File: config.mk
export PLATFORM = sky130hd
export DESIGN_NAME = align_trace
export DESIGN_NICKNAME = d
export VERILOG_FILES = /design/src/rtl/align_trace_pkg.sv /design/src/rtl/move_store.sv /design/src/rtl/trace_step.sv /design/src/rtl/align_trace.sv
export SDC_FILE = /design/constraint.sdc
export NUM_CORES = 2
export LEC_CHECK = 0
export ABC_CLOCK_PERIOD_IN_PS = 4700
export BUFFER_PORTS_ARGS = -buffer_cell sky130_fd_sc_hd__buf_4
export CELL_PAD_IN_SITES_DETAIL_PLACEMENT = 0
export CELL_PAD_IN_SITES_GLOBAL_PLACEMENT = 1
export CORE_MARGIN = 10
export CORE_UTILIZATION = 50
export CTS_BUF_LIST = sky130_fd_sc_hd__clkbuf_2
export CTS_CLUSTER_SIZE = 28
export DETAILED_ROUTE_END_ITERATION = 16
export HOLD_SLACK_MARGIN = 0.03
export PLACE_DENSITY = 0.87
export SLEW_MARGIN = 25
export SYNTH_ARGS = -nofsm -noshare
export SYNTH_HDL_FRONTEND = slang
export SYNTH_HIERARCHICAL = 1
export SYNTH_SLANG_ARGS = --single-unit
File: constraint.sdc
create_clock -name clk -period 4.7 [get_ports clk]
set_clock_uncertainty 0.1 [all_clocks]
set_input_delay 0.47 -clock clk [delete_from_list [all_inputs] [get_ports clk]]
set_output_delay 0.47 -clock clk [all_outputs]
set_load 0.02 [all_outputs]
File: src/rtl/align_trace_pkg.sv
package align_trace_pkg;
  typedef enum logic [1:0] {
    MV_DIAG = 2'd0,
    MV_UP   = 2'd1,
    MV_LEFT = 2'd2
  } move_t;

  typedef enum logic [1:0] {
    ST_IDLE  = 2'd0,
    ST_PRIME = 2'd1,
    ST_WALK  = 2'd2
  } walk_st_t;
endpackage

File: src/rtl/move_store.sv
module move_store #(
  parameter int AW = 10
) (
  input  logic          clk,
  input  logic          we,
  input  logic [AW-1:0] waddr,
  input  logic [1:0]    wdata,
  input  logic [AW-1:0] raddr,
  output logic [1:0]    rdata
);
  localparam int DEPTH = 1 << AW;

  logic [1:0] mem [DEPTH];

  // single write port, registered read: maps to one block RAM
  always_ff @(posedge clk) begin
    if (we) mem[waddr] <= wdata;
    rdata <= mem[raddr];
  end
endmodule

File: src/rtl/trace_step.sv
module trace_step
  import align_trace_pkg::*;
#(
  parameter int LEN = 16,
  parameter int IW  = $clog2(LEN + 1)
) (
  input  logic [IW-1:0]    row,
  input  logic [IW-1:0]    col,
  input  logic [1:0]       stored,
  input  logic [2*LEN-1:0] str_a,
  input  logic [2*LEN-1:0] str_b,
  output logic [IW-1:0]    nrow,
  output logic [IW-1:0]    ncol,
  output logic [1:0]       a_sym,
  output logic             a_gap,
  output logic [1:0]       b_sym,
  output logic             b_gap,
  output logic             at_end
);
  move_t        mv;
  logic [IW-1:0] ai, bi;
  logic [1:0]   a_chr, b_chr;

  assign ai    = (col == '0) ? '0 : col - 1'b1;
  assign bi    = (row == '0) ? '0 : row - 1'b1;
  assign a_chr = str_a[2*ai +: 2];
  assign b_chr = str_b[2*bi +: 2];

  // borders force gap moves; interior follows the stored move
  always_comb begin
    if (row == '0)                mv = MV_LEFT;
    else if (col == '0)           mv = MV_UP;
    else if (stored == 2'd1)      mv = MV_UP;
    else if (stored == 2'd2)      mv = MV_LEFT;
    else                          mv = MV_DIAG;
  end

  always_comb begin
    nrow  = row;
    ncol  = col;
    a_sym = 2'd0;
    a_gap = 1'b1;
    b_sym = 2'd0;
    b_gap = 1'b1;
    unique case (mv)
      MV_DIAG: begin
        nrow = row - 1'b1; ncol = col - 1'b1;
        a_sym = a_chr; a_gap = 1'b0;
        b_sym = b_chr; b_gap = 1'b0;
      end
      MV_UP: begin
        nrow = row - 1'b1;
        b_sym = b_chr; b_gap = 1'b0;
      end
      default: begin
        ncol = col - 1'b1;
        a_sym = a_chr; a_gap = 1'b0;
      end
    endcase
  end

  assign at_end = (nrow == '0) && (ncol == '0);
endmodule

File: src/rtl/align_trace.sv
module align_trace
  import align_trace_pkg::*;
#(
  parameter int LEN = 16,
  localparam int IW = $clog2(LEN + 1),
  localparam int AW = 2 * IW
) (
  input  logic             clk,
  input  logic             rst,
  input  logic             dir_we,
  input  logic [IW-1:0]    dir_row,
  input  logic [IW-1:0]    dir_col,
  input  logic [1:0]       dir_val,
  input  logic             walk_start,
  input  logic [2*LEN-1:0] seq_a,
  input  logic [2*LEN-1:0] seq_b,
  input  logic             out_ready,
  output logic             out_valid,
  output logic [1:0]       out_a_sym,
  output logic             out_a_gap,
  output logic [1:0]       out_b_sym,
  output logic             out_b_gap,
  output logic             out_last
);
  localparam logic [IW-1:0] LEN_I = IW'(LEN);

  walk_st_t         st;
  logic [IW-1:0]    row, col, nrow, ncol;
  logic [2*LEN-1:0] a_reg, b_reg;
  logic [1:0]       stored, s_a_sym, s_b_sym;
  logic             s_a_gap, s_b_gap, s_end;
  logic             advance;
  logic [AW-1:0]    waddr, raddr;

  // cell (r,c) for r,c in 1..LEN lives at {r-1, c-1}
  assign waddr   = {dir_row - 1'b1, dir_col - 1'b1};
  assign advance = (st == ST_WALK) && (!out_valid || out_ready);
  // while holding, re-read the current cell so its move stays available
  assign raddr   = advance ? {nrow - 1'b1, ncol - 1'b1} : {row - 1'b1, col - 1'b1};

  move_store #(.AW(AW)) u_store (
    .clk   (clk),
    .we    (dir_we),
    .waddr (waddr),
    .wdata (dir_val),
    .raddr (raddr),
    .rdata (stored)
  );

  trace_step #(.LEN(LEN), .IW(IW)) u_step (
    .row    (row),
    .col    (col),
    .stored (stored),
    .str_a  (a_reg),
    .str_b  (b_reg),
    .nrow   (nrow),
    .ncol   (ncol),
    .a_sym  (s_a_sym),
    .a_gap  (s_a_gap),
    .b_sym  (s_b_sym),
    .b_gap  (s_b_gap),
    .at_end (s_end)
  );

  always_ff @(posedge clk) begin
    if (rst) begin
      st        <= ST_IDLE;
      row       <= '0;
      col       <= '0;
      a_reg     <= '0;
      b_reg     <= '0;
      out_valid <= 1'b0;
      out_last  <= 1'b0;
      out_a_sym <= '0;
      out_a_gap <= 1'b0;
      out_b_sym <= '0;
      out_b_gap <= 1'b0;
    end else begin
      unique case (st)
        ST_IDLE: if (walk_start) begin
          row   <= LEN_I;
          col   <= LEN_I;
          a_reg <= seq_a;
          b_reg <= seq_b;
          st    <= ST_PRIME;
        end
        ST_PRIME: st <= ST_WALK;
        default: if (advance) begin
          row <= nrow;
          col <= ncol;
          if (s_end) st <= ST_IDLE;
        end
      endcase

      if (advance) begin
        out_valid <= 1'b1;
        out_last  <= s_end;
        out_a_sym <= s_a_sym;
        out_a_gap <= s_a_gap;
        out_b_sym <= s_b_sym;
        out_b_gap <= s_b_gap;
      end else if (out_ready) begin
        out_valid <= 1'b0;
        out_last  <= 1'b0;
      end
    end
  end

  // ---------------- assertions ----------------
  logic [IW+1:0] beat_cnt;
  always_ff @(posedge clk) begin
    if (rst)                                beat_cnt <= '0;
    else if (st == ST_IDLE && walk_start)   beat_cnt <= '0;
    else if (advance)                       beat_cnt <= beat_cnt + 1'b1;
  end

  p_hold_r9: assert property (@(posedge clk) disable iff (rst)
    (out_valid && !out_ready) |=> (out_valid && $stable(out_a_sym) && $stable(out_a_gap)
                                   && $stable(out_b_sym) && $stable(out_b_gap) && $stable(out_last)));

  p_one_gap_r4: assert property (@(posedge clk) disable iff (rst)
    out_valid |-> !(out_a_gap && out_b_gap));

  p_beat_bound_r8: assert property (@(posedge clk) disable iff (rst)
    beat_cnt <= (IW+2)'(2*LEN));

  p_last_corner_r8: assert property (@(posedge clk) disable iff (rst)
    (out_valid && out_last) |-> (row == '0 && col == '0));

  p_progress_r7: assert property (@(posedge clk) disable iff (rst)
    advance |=> (row <= $past(row) && col <= $past(col)
                 && (row != $past(row) || col != $past(col))));

  p_idle_r1: assert property (@(posedge clk) disable iff (rst)
    out_last |-> out_valid);
endmodule

# After elaboration in Yosys (flattened, before gate mapping)
# Memory sizes are Yosys's and may differ from the RTL's. A register that Yosys moved wholly into a read port is not among the register bits.
# Cells that the tools add are included.
classes:
  n_bitwise: 1
  mux: 27
  n_div: 0
  multipliers: 0
  n_lt_le_gt_ge: 0
  eq_ne: 6
  n_reduce_logical: 18
  shifts: 2
  n_addsub: 6
ops:
  columns: ["operator", "count"]
  rows:
  - ["$shiftx A32 B7 Y2", 2]
  - ["$mux W5", 7]
  - ["$sub A5 B1 Y5 const B", 6]
  - ["$logic_not A5 Y1", 4]
  - ["$pmux W5 S2", 2]
  - ["$mux W2", 9]
  - ["$mux W10", 1]
  - ["$mux W1", 7]
  - ["$eq A2 B1 Y1 const B", 3]
  - ["$reduce_and A3 Y1", 2]
  - ["$reduce_bool A3 Y1", 2]
  - ["$eq A2 B2 Y1 const B", 2]
  - ["$logic_not A2 Y1", 2]
  - ["$pmux W2 S2", 1]
  - ["$reduce_bool A2 Y1", 2]
  - ["$logic_and A1 B1 Y1", 2]
  - ["$ne A2 B2 Y1 const B", 1]
  - ["$reduce_and A2 Y1", 1]
  - ["$reduce_or A2 Y1", 1]
  - ["$logic_not A1 Y1", 1]
  - ["$logic_or A1 B1 Y1", 1]
  - ["$not A1 Y1", 1]
totals:
  mem_count: 1
  latchBits: 0
  output_inout_bits: 8
  reg_bits: 84
  mem_bits_rw: 2048
  inputBits: 81
  rom_bits: 0
  word_cells: 72
mem_list:
  columns: ["name", "depth", "word_bits", "rd", "rd_ports_with_merged_regs", "wr", "line_no", "text"]
  rows:
  - ["u_store.mem", 1024, 2, 1, 1, 1, "move_store.sv:13", "logic [1:0] mem [DEPTH];"]

# Logic depth before layout (Yosys ltp)
depth:
  depth_word: 13
  mapped_depth: 26

# Cells and area by module
# The synthesis kept the hierarchy.
modules_own_cells:
  columns: ["mod", "seq_area_each_um2", "area_per_inst_um2", "n_inst", "cells_each"]
  rows:
  - ["move_store", 61539.0, 83757.8, 1, 4793]
  - ["align_trace", 1681.6, 3477.1, 1, 433]
  - ["trace_step", 0.0, 1270.0, 1, 174]

# Worst setup path before layout
# OpenSTA, ideal clock, no wires.
synth_path:
  path_kind: "register to register"
  startpoint: "register row[0]"
  endpoint: "register u_store.rdata[1] (read register of u_store.mem)"
  setup_slack_ps: -516
  stages_incl_launch_ff: 24
  period_less_slack_ps: 5216
  arrival_time_ps: 4976
  required_time_ps: 4460
  path_cell_list: "dfxtp_1 clkbuf_1 inv_1 clkbuf_1 ha_1 or4b_4 o21ai_4 inv_1 xnor2_1 nand3_1 a21boi_0 ha_1 nor3b_1 xnor2_1 mux2i_1 clkbuf_1 buf_1 buf_1 clkbuf_1 o221ai_1 a21oi_1 nor3_1 o311ai_0 nand4_1"
synth_via:
  elab_cells_between_ends: 11
  cone_classes: "3 x add/sub; 1 x eq/ne; 4 x mux; 3 x reduce/logical"
synth_rtl:
  columns: ["item", "line_no", "text"]
  rows:
  - ["from (decl)", "align_trace.sv:28", "logic [IW-1:0] row, col, nrow, ncol;"]
  - ["from (signal assigned)", "align_trace.sv:89", "row <= nrow;"]
  - ["$logic_not A5 Y1", "trace_step.sv:31", "if (row == '0) mv = MV_LEFT;"]
  - ["$mux W2", "trace_step.sv:31", null]
  - ["$eq A2 B1 Y1", "trace_step.sv:45", "unique case (mv)"]
  - ["$mux W5", null, null]
  - ["net ncol[0]", "align_trace.sv:28", null]
  - ["$sub A5 B1 Y5", "align_trace.sv:39", "assign raddr = advance ? {nrow - 1'b1, ncol - 1'b1} : {row - 1'b1, col - 1'b1};"]
  - ["$mux W10", "align_trace.sv:39", null]
  - ["net raddr[0]", "align_trace.sv:33", "logic [AW-1:0] waddr, raddr;"]
  - ["to (decl)", "move_store.sv:9", "output logic [1:0] rdata"]
# The timed path passes the listed nets, and every way through them passes these cells.
# A chain may end at the register's enable or synchronous reset.

# Final worst setup path
layout_path:
  startpoint: "register row[1]"
  endpoint: "register u_store.rdata[1] (read register of u_store.mem)"
# The elaborated chain is that of the path after synthesis.

==> impl_results.md <==
* Outcome: finished, violations left
* Failing checks: setup timing
* Tightest Pin Transition at 1.23 ns
* Post-synthesis cell type count at 88
* Final setup violation count at 2
* Antenna-violating nets left at 0
* P&R area growth vs syn at 16.9%
* DP HPWL at 146000 um
* Routability cong. at 0.878
* Worst path required time at 6.31 ns
* Min Tclk post-route at 4.82 ns
* Post-synth ARST share at 0%
* Max-cap violations at 0
* CTS tree: done
* Worst r2r path cells at 24
* PortBufs at slightly below 90
* Total track usage at 25.3%
* Std-Cell Rows at 154
* Non-filler cells, final at roughly 9100
* Wirelength, routed at between 200000 and 300000 um
* Cells after Synth at 5400
* Post-route cell area at 103000 um2
* Final period util at 103%
* Post-route setup TNS at -0.130 ns
* Core Util, Final at between 50% and 60%
* Top layer in use: met5
* Max_slew headroom at approximately 18%
* Critical Path Sink Type: flip-flop
* Die height at 441 um
* Final hold violations at 0
* CTS root buf: clkbuf_2
* Synth Register Bits at 2134
* Power Dens Cells at around 440 nW/um2
* Post-Syn Nets at 5489
* CP arrival at 6.43 ns
* Top post-synthesis cells by area: edfxtp_1 (69%), mux4_2 (12%), nor2_1 (4.6%)
* Clock buffer count from CTS at 538
* Cell Area, Synth at 88500 um2
* Vias per inst at 6.16
* Clk buf depth at 4
* Met3 WL post-DR at around 31000 um
* Sequential share of the synthesized area at 71.4%
* Area post-placement at approximately 94000 um2
* Dpl ws at -0.561 ns
* Drc violations at 0
* Max Clk Rate at 207 MHz
* DRT met1 WL at 87900 um
* Router iterations before antenna repair at 6
* Worst-path clk slew at around 0.12 ns
* Via count at 56200
* Max FO, Critical Path at 6
* Worst-Skew Late Latency at ~1.8 ns
* Power, Total at 45.1 mW
* Core ar. at about 180000 um2
* Initial antenna violation count at 13
* Worst hold path cell count at 4
* DIE AREA at 194000 um2
* H-tree levels at 6
* WL met2 at 123000 um
* Chip Width at 441 um
* CP Class: flip-flop to flip-flop
* Clock sink total at 2134
* Number of synthesized flops with an enable pin at 2048
* Leak pwr at 35.0 nW
* Startpoint types: flip-flop
* Vias in the first global route at 57200
* Syn_area_per_cell at 16.4 um2
* # IOs at 89
* Remaining Overflow, GRT at 0
* Largest area contributor in the netlist: edfxtp_1
* Worst Hold Slack at ~0.19 ns
* Top_reg_cell synth: edfxtp_1
* Most common cell in the synthesized netlist: edfxtp_1
* Maximum vdd drop at 0.000235 V
* HP Class: primary input to flip-flop
* Top cells by count, synth: edfxtp_1 (2048), nor2_1 (1075), mux4_2 (452)
* Setup ws final at -0.119 ns
* Routed wire length per instance at 27.7 um
* Largest net degree at the start of global routing at ~180
* Largest register FFs at between 2000 and 2500
* RSZ-0062 raised after global routing: true
* Slew Limit Fails at 0
* Yosys warns at 6
* First-pass GRT wire length at 365000 um
* Synth top area share at 69.5%
* Share of cells above drive strength 1 at approximately 29%
* Placed Instances at 7848
* DRT iter0 DRCs at approximately 7700
* Initial Util at just over 50%
* Fin nets at 6501
per-layer routing:
metal	vias up	GRT usage [%]
li1	23300	-
met1	28300	32.8
met2	3881	41.0
met3	665	6.07
met4	2	10.6
met5	-	0
cells by family after synthesis:
logic type      share of synthesized area (%)
simple gates                             7.32
compound gates                           3.99
fa+ha+maj                               0.113
buf+inv                                  2.76
mux                                      14.2
xor+xnor                                0.218
flops                                    71.4
area by class of cell:
class	instances	area [um2]
repair buffers	914	9090
well taps	2340	2930
diodes	16	40.0
clock buffers	756	3780
flip-flops and latches	2134	63200
fillers	12900	72700
inverters	23	97.6
multi-input cells	2801	23500
clock inverters	130	803
worst paths after layout:
kind         slack [ns]          from                  end
min reg2reg        0.39  out_a_sym[0]         out_a_sym[0]
max reg2reg       -0.12        row[1]     u_store/rdata[1]
min                0.19    dir_val[1]  u_store/mem[554][1]
max               -0.12        row[1]     u_store/rdata[1]
cell usage in the layout, fill, tap and decap left out, drive strengths merged, types with 19 or more instances in the layout:
cell and n:
nor2b 20, edfxtp 2048, nor3b 19, clkinv 108, mux4 453, nand3 58
mux2i 216, nor3 58, o221ai 83, a22oi 49, a21oi 157, dfxtp 86
dlygate4sd3 307, buf 594, clkbuf 766, nand2 245, o21ai 51, a211oi 21
o22ai 52, inv 33, nor2 1075
critical path, stage by stage, from the launching register on:
cell and delay [ns]:
dfxtp_2 0.33, inv_1 0.07, ha_2 0.19, or4b_4 0.50, o21ai_4 0.11, inv_2 0.08
xnor2_2 0.15, nand3_1 0.11, a21boi_4 0.25, ha_4 0.19, nor3b_4 0.22, xnor2_2 0.11
mux2i_4 0.32, buf_12 0.20, buf_4 0.13, or2_2 0.26, nor2_1 0.11, a22oi_1 0.23
nand3_1 0.13, o31ai_2 0.33, buf_4 0.18, a21oi_1 0.06, buf_4 0.17, o31ai_2 0.22
nand4_1 0.14
power by group:
part	leakage (nW)	switching (mW)	internal, mW
clock network	3.56	7.31	4.88
registers	19.1	0.0470	20.9
logic	12.4	6.55	5.41
repair_timing:
item	4_1_cts	5_1_grt
pin swaps	3	20
cloned	3	10
setup endpoints to repair	2	44
setup buffers	8	34
hold buffers	309	0
hold endpoints to repair	4182	0
resized for setup	31	70
(Power assumes the default switching activity.)
